## config.mk

```make
export PLATFORM = sky130hd
export DESIGN_NAME = lbsel_fetch
export DESIGN_NICKNAME = d
export VERILOG_FILES = /design/src/rtl/lbsel_pkg.sv /design/src/rtl/lbsel_store.sv /design/src/rtl/lbsel_ptrs.sv /design/src/rtl/lbsel_hist.sv /design/src/rtl/lbsel_fetch.sv
export SDC_FILE = /design/constraint.sdc
export NUM_CORES = 1
export LEC_CHECK = 0
export BUFFER_PORTS_ARGS = -buffer_cell sky130_fd_sc_hd__buf_2
export CORE_UTILIZATION = 60
export CTS_BUF_LIST = sky130_fd_sc_hd__clkbuf_4
export CTS_CLUSTER_DIAMETER = 80
export DETAILED_ROUTE_END_ITERATION = 10
export GPL_TIMING_DRIVEN = 0
export PLACE_DENSITY = 0.76
export SYNTH_ARGS = -nofsm -noshare
export SYNTH_HDL_FRONTEND = slang
export SYNTH_SLANG_ARGS = --single-unit
```

## constraint.sdc

```tcl
create_clock -name clk -period 5.05 [get_ports clk]
set_clock_uncertainty 0.05 [all_clocks]
set_input_delay 0.505 -clock clk [delete_from_list [all_inputs] [get_ports clk]]
set_output_delay 0.505 -clock clk [all_outputs]
set_load 0.005 [all_outputs]
```

## src/rtl/lbsel_pkg.sv

```systemverilog
package lbsel_pkg;

  typedef enum logic [1:0] {
    LB_IDLE    = 2'b00,
    LB_FILL    = 2'b01,
    LB_ACTIVE  = 2'b10,
    LB_INDEXED = 2'b11
  } lb_code_t;

  // next sequential location, wrapping after the last filled entry
  function automatic int unsigned lb_wrap_next(input int unsigned ptr,
                                               input int unsigned cnt);
    return (ptr + 1 >= cnt) ? 0 : ptr + 1;
  endfunction

  // a location is servable only when it lies below the filled count
  function automatic logic lb_in_range(input logic [31:0] loc,
                                       input int unsigned cnt);
    return (loc < cnt);
  endfunction

endpackage

```

## src/rtl/lbsel_store.sv

```systemverilog
module lbsel_store #(
  parameter int DW    = 32,
  parameter int DEPTH = 32,
  localparam int AW   = $clog2(DEPTH)
) (
  input  logic          clk,
  input  logic          we,
  input  logic [AW-1:0] waddr,
  input  logic [DW-1:0] wdata,
  input  logic [AW-1:0] raddr,
  output logic [DW-1:0] rdata
);

  logic [DW-1:0] mem [DEPTH];

  always_ff @(posedge clk) begin
    if (we) mem[waddr] <= wdata;
  end

  assign rdata = mem[raddr];

endmodule

```

## src/rtl/lbsel_ptrs.sv

```systemverilog
module lbsel_ptrs
  import lbsel_pkg::*;
#(
  parameter int DEPTH = 32,
  localparam int AW   = $clog2(DEPTH),
  localparam int CW   = $clog2(DEPTH + 1)
) (
  input  logic          clk,
  input  logic          rst_n,
  input  lb_code_t      code,
  input  lb_code_t      prev_code,
  input  logic [31:0]   loc_word,
  output logic          we,
  output logic [AW-1:0] waddr,
  output logic [CW-1:0] wr_ptr,
  output logic [AW-1:0] rd_ptr,
  output logic          idx_ok,
  output logic          act_ok
);

  logic          restart;
  logic [CW-1:0] wtarget;

  assign restart = (code == LB_FILL) && (prev_code == LB_IDLE);
  assign wtarget = restart ? '0 : wr_ptr;
  assign we      = (code == LB_FILL) && (wtarget < CW'(DEPTH));
  assign waddr   = wtarget[AW-1:0];
  assign idx_ok  = (code == LB_INDEXED) && lb_in_range(loc_word, 32'(wr_ptr));
  assign act_ok  = (code == LB_ACTIVE) && (wr_ptr != '0);

  always_ff @(posedge clk or negedge rst_n) begin
    if (!rst_n) begin
      wr_ptr <= '0;
      rd_ptr <= '0;
    end else begin
      case (code)
        LB_FILL: begin
          if (we) wr_ptr <= wtarget + CW'(1);
          rd_ptr <= '0;
        end
        LB_ACTIVE: begin
          if (act_ok)
            rd_ptr <= AW'(lb_wrap_next(32'(rd_ptr), 32'(wr_ptr)));
        end
        LB_INDEXED: begin
          if (idx_ok)
            rd_ptr <= AW'(lb_wrap_next(32'(loc_word[AW-1:0]), 32'(wr_ptr)));
        end
        default: ;
      endcase
    end
  end

endmodule

```

## src/rtl/lbsel_hist.sv

```systemverilog
module lbsel_hist
  import lbsel_pkg::*;
(
  input  logic     clk,
  input  logic     rst_n,
  input  lb_code_t code,
  input  logic     pred_taken,
  output lb_code_t prev_code,
  output logic     exit_evt,
  output logic [1:0] exit_from,
  output logic     exit_pred_taken
);

  logic last_pt;

  always_ff @(posedge clk or negedge rst_n) begin
    if (!rst_n) begin
      prev_code <= LB_IDLE;
      last_pt   <= 1'b0;
    end else begin
      prev_code <= code;
      last_pt   <= pred_taken;
    end
  end

  assign exit_evt        = (code == LB_IDLE) && (prev_code != LB_IDLE);
  assign exit_from       = exit_evt ? prev_code : 2'b00;
  assign exit_pred_taken = exit_evt & last_pt;

endmodule

```

## src/rtl/lbsel_fetch.sv

```systemverilog
module lbsel_fetch
  import lbsel_pkg::*;
#(
  parameter int DW    = 32,
  parameter int DEPTH = 32,
  localparam int AW   = $clog2(DEPTH),
  localparam int CW   = $clog2(DEPTH + 1)
) (
  input  logic          clk,
  input  logic          rst_n,
  input  logic [1:0]    loop_code,
  input  logic [DW-1:0] bus_word,
  input  logic          pred_taken,
  output logic [DW-1:0] instr_out,
  output logic          idx_err,
  output logic          exit_evt,
  output logic [1:0]    exit_from,
  output logic          exit_pred_taken
);

  lb_code_t      code;
  lb_code_t      prev_code;
  logic          we;
  logic [AW-1:0] waddr;
  logic [AW-1:0] raddr;
  logic [CW-1:0] wr_ptr;
  logic [AW-1:0] rd_ptr;
  logic          idx_ok;
  logic          act_ok;
  logic [DW-1:0] rdata;
  logic [31:0]   loc_word;

  assign code     = lb_code_t'(loop_code);
  assign loc_word = 32'(bus_word);
  assign raddr    = (code == LB_INDEXED) ? bus_word[AW-1:0] : rd_ptr;

  lbsel_hist u_hist (
    .clk             (clk),
    .rst_n           (rst_n),
    .code            (code),
    .pred_taken      (pred_taken),
    .prev_code       (prev_code),
    .exit_evt        (exit_evt),
    .exit_from       (exit_from),
    .exit_pred_taken (exit_pred_taken)
  );

  lbsel_ptrs #(.DEPTH(DEPTH)) u_ptrs (
    .clk       (clk),
    .rst_n     (rst_n),
    .code      (code),
    .prev_code (prev_code),
    .loc_word  (loc_word),
    .we        (we),
    .waddr     (waddr),
    .wr_ptr    (wr_ptr),
    .rd_ptr    (rd_ptr),
    .idx_ok    (idx_ok),
    .act_ok    (act_ok)
  );

  lbsel_store #(.DW(DW), .DEPTH(DEPTH)) u_store (
    .clk   (clk),
    .we    (we),
    .waddr (waddr),
    .wdata (bus_word),
    .raddr (raddr),
    .rdata (rdata)
  );

  always_comb begin
    instr_out = bus_word;
    idx_err   = 1'b0;
    case (code)
      LB_ACTIVE: begin
        if (act_ok) instr_out = rdata;
        idx_err = !act_ok;
      end
      LB_INDEXED: begin
        if (idx_ok) instr_out = rdata;
        idx_err = !idx_ok;
      end
      default: ;
    endcase
  end

endmodule

```

==> impl_metrics.toml <==
[outcome]
outcome = "completed"

[yosys]
complex_gate_fraction_of_the_synthesized_area = 0.05084
synth_most_common_cell = "edfxtp_1"
synthDominantCellAreaShare = 0.7509
post_synth_and_or_nand_nor_area_fraction = 0.06166
synth_top_family_by_area = "multiplexers"
yosysSeqAreaShare = 0.7595
yosysTopAreaCell = "edfxtp_1"
synthAdderAreaFrac = 0.007333
synth_enable_flop_cells = 1024
synth.mux.area_fraction = 0.1000
synth_top_flop_cell = "edfxtp_1"
postSynthCellCount = 2383
yosys-top-cells-count = "edfxtp_1 (1024), nand2_1 (276), mux2i_1 (258)"
asyncSetResetFlopFracSynth = 0.01349
yosysWarningCount = 0
synthDistinctLibCells = 57
postSynthNetCount = 2444
synth.avg_cell_area_sq_um = 17.18
total_standard_cell_area_after_synthesis_sq_mm = 0.04095
ys_top_cells_by_area = "edfxtp_1 (75%), mux2i_1 (6.3%), mux4_2 (3.5%), nand2_1 (2.5%), o22ai_1 (0.96%)"
synth.ff_latch_count = 1038
yosys.area_share.xor_xnor = 0.001711

[global_route]
grt_pass1_vias = 25110
grt_first_pass_wirelength_microns = 160400
grt-ovfl-total = 0
grt_start_max_net_pins = 40
antenna_found_initial = 2
global_route.usage.total = 0.3228

[critical_path]
worst_path_max_delay_cell = "buf_2"
worstSetupStartpointType = "input port"
crit_path_cell_trace = "dlygate4sd3_1, buf_2, nand3_1, nand2_4, buf_8, buf_6, buf_4, buf_4, mux2i_1, o22ai_1, nor4_4, nor3_1, buf_2"
critical_path.endpoint_type = "output pin"
cp.required_ps = 4490
classification_of_the_worst_setup_path = "in -> out"
critPathArrivalTime_ps = 4450
critical_path.startpoint = "bus_word[0]"
path_max_fanout = 39
cpPeakStageDelay_ps = 590
timing.rr.start = "u_hist.prev_code[1]$_DFF_PN0_"

[finish]
areaGrowthSynthToFinish_pct = 15.29
fraction_of_final_layout_cells_sized_beyond_drive_strength_1 = 0.2361
num-nets-final = 2838
layout.filler_cells = 4164
utilization = 0.7005
area.sequential_sq_mm = 0.03110
multi_input_comb_area_sq_mm = 0.009673

[sta]
final.min_clock_period_ps = 5005
slew_viol_final = 0
fin_setup_tns_ps = 0
finalHoldViolCount = 0
slew-limit-headroom = 0.1665
post-route-period-util = 0.9912
fmaxAchievable_mhz = 199.8
actual_slew_at_the_worst_max_slew_pin_ps = 1246
timing.final.setup_violations = 0

[floorplan]
die_x_microns = 263.2
dieArea_sq_mm = 0.06930
top_level_ports = 74
core.rowCount = 95
die_h_microns = 263.2
start_util = 0.6076
area_of_the_placeable_core_sq_mm = 0.06740

[clocking]
cts.reportedPaths.clkPinSlew_ps = 60
worstSkewPairLatency_ps = 1070
cts-buffers-inserted = 241
ctsLongestPathBuffers = 3
clockRootBuffer = "clkbuf_4"
tritoncts = "built"
clock_sinks = 1038
cts.htree.levels = 4

[hold_path]
classification_of_the_worst_slack_hold_path = "in -> reg"
hold_path.startpoint = "loop_code[0]"

[placement]
gp_congestion = 0.9133
io_buffers = 73
hpwl_microns = 70250

[detailed_routing]
wl_per_cell_microns = 29.00
drt_iter0_drc = 3189
detail_route.vias_per_cell = 6.486
totalWireLength_microns = 111200
drc_errors = 0
antenna_left = 0
firstDrtPassIters = 6
dr_total_vias = 24880

[flow_run]
max_cap_viols = 0

[power_and_ir_drop]
vdd.ir_drop.worst_v = 0.0002876
static-leakage-power_nw = 15.45
p_per_area_mw_per_mm2 = 406.1
==> power breakdown <==
group	total, mW	switching [mW]	internal (mW)
clock	6.48	3.25	3.23
sequential	9.72	0.0574	9.66
combinational	2.97	1.98	0.991
total	19.2	5.29	13.9
==> layer usage <==
metal	wire length, microns	up-vias	track usage
met4	4683	2	0.1541
met1	40070	12340	0.4129
met2	53910	1733	0.5218
li1	-	10510	-
met5	13	-	0
met3	12570	296	0.08128
==> final timing paths <==
| check | end | slack, ps | cells past startpoint |
|---|---|---|---|
| setup / recovery | instr_out[30] | 40 | 13 |
| hold / removal | u_hist.prev_code[0]$_DFF_PN0_ | 160 | 2 |
| setup reg to reg | u_store.mem[4][29]$_DFFE_PP_ | 1580 | 7 |
| hold reg to reg | u_ptrs.rd_ptr[4]$_DFFE_PN0P_ | 580 | 2 |
| max in group asynchronous | u_ptrs.wr_ptr[0]$_DFFE_PN0P_ | 3960 | 3 |
| min in group asynchronous | u_hist.last_pt$_DFF_PN0_ | 530 | 3 |
==> area by class of cell <==
cell class	instances	area share
clock buffers	343	0.05454
well taps	873	0.02314
repair buffers	153	0.03286
diodes	2	0.0001060
multi-input cells	1191	0.2049
plain buffers	138	0.01569
clock inverters	84	0.008905
inverters	14	0.001113
flip-flops and latches	1038	0.6588
==> metrics by stage <==
| stage | std cells | hold slack, ps | total power [mW] | worst slack [ps] | instance area (sq um) |
|---|---|---|---|---|---|
| final | 3836 | 162.2 | 19.17 | 44.63 | 47210 |
| after global routing | 3835 | 101.2 | 19.81 | -125.7 | 47210 |
| after CTS | 3832 | -140.0 | 19.10 | -163.0 | 46940 |
| after detailed placement | 3361 | 375.1 | 12.68 | -399.6 | 43350 |
| after global placement | 3329 | 373.4 | 12.51 | -876.9 | 42410 |
| after floorplan | 2383 | 159.4 | 11.53 | 1336 | 40950 |
==> logic make-up (layout without fill, tap and decap cells) <==
kind of cell / count (synthesis) / count (layout)
AOI/OAI and AO/OA: 266 / 266
buffers and inverters: 154 / 732
xor gates and xnor gates: 8 / 8
other: 0 / 2
and+or+nand+nor: 565 / 565
DFF: 1038 / 1038
muxes: 328 / 328
adders and majority gates: 24 / 24
==> sequential cells by signal, indices dropped and copies added, names as in the netlist <==
name,flops
u_ptrs.rd_ptr,5
u_hist.prev_code,2
u_ptrs.wr_ptr,6
u_store.mem,1024
u_hist.last_pt,1
==> critical path, delay by kind of cell <==
family / cells / cell delay, ps
buffers and inverters: 7 / 2320
AND/OR/NAND/NOR: 4 / 1180
multiplexers: 1 / 210
AO/OA/AOI/OAI: 1 / 170
==> cells in the final DEF (no fill, tap or decap), types with 31 or more instances in the layout <==
cell type,Yosys,routed
clkbuf_1,73,60
dlygate4sd3_1,0,40
a32oi_1,31,31
nand2_1,276,275
a31oi_1,33,33
a222oi_1,33,33
nor3_1,37,33
and3_1,34,34
nand3_1,76,76
mux2i_1,258,258
buf_2,37,109
nor2_1,81,49
mux4_2,64,64
nor2_4,0,32
clkinv_1,0,63
clkbuf_4,1,344
edfxtp_1,1024,1024
a22o_1,35,35
o22ai_1,63,63
==> repair_timing <==
item                                    4_1_cts  5_1_grt
endpoints found under the setup margin       32       26
gates resized for setup                      25       52
pin swaps                                     2        4
hold buffers                                 40        2
buffers inserted                              5        1
endpoints found under the hold margin      1041       21
No activity file was read; power rests on OpenSTA's default activity.
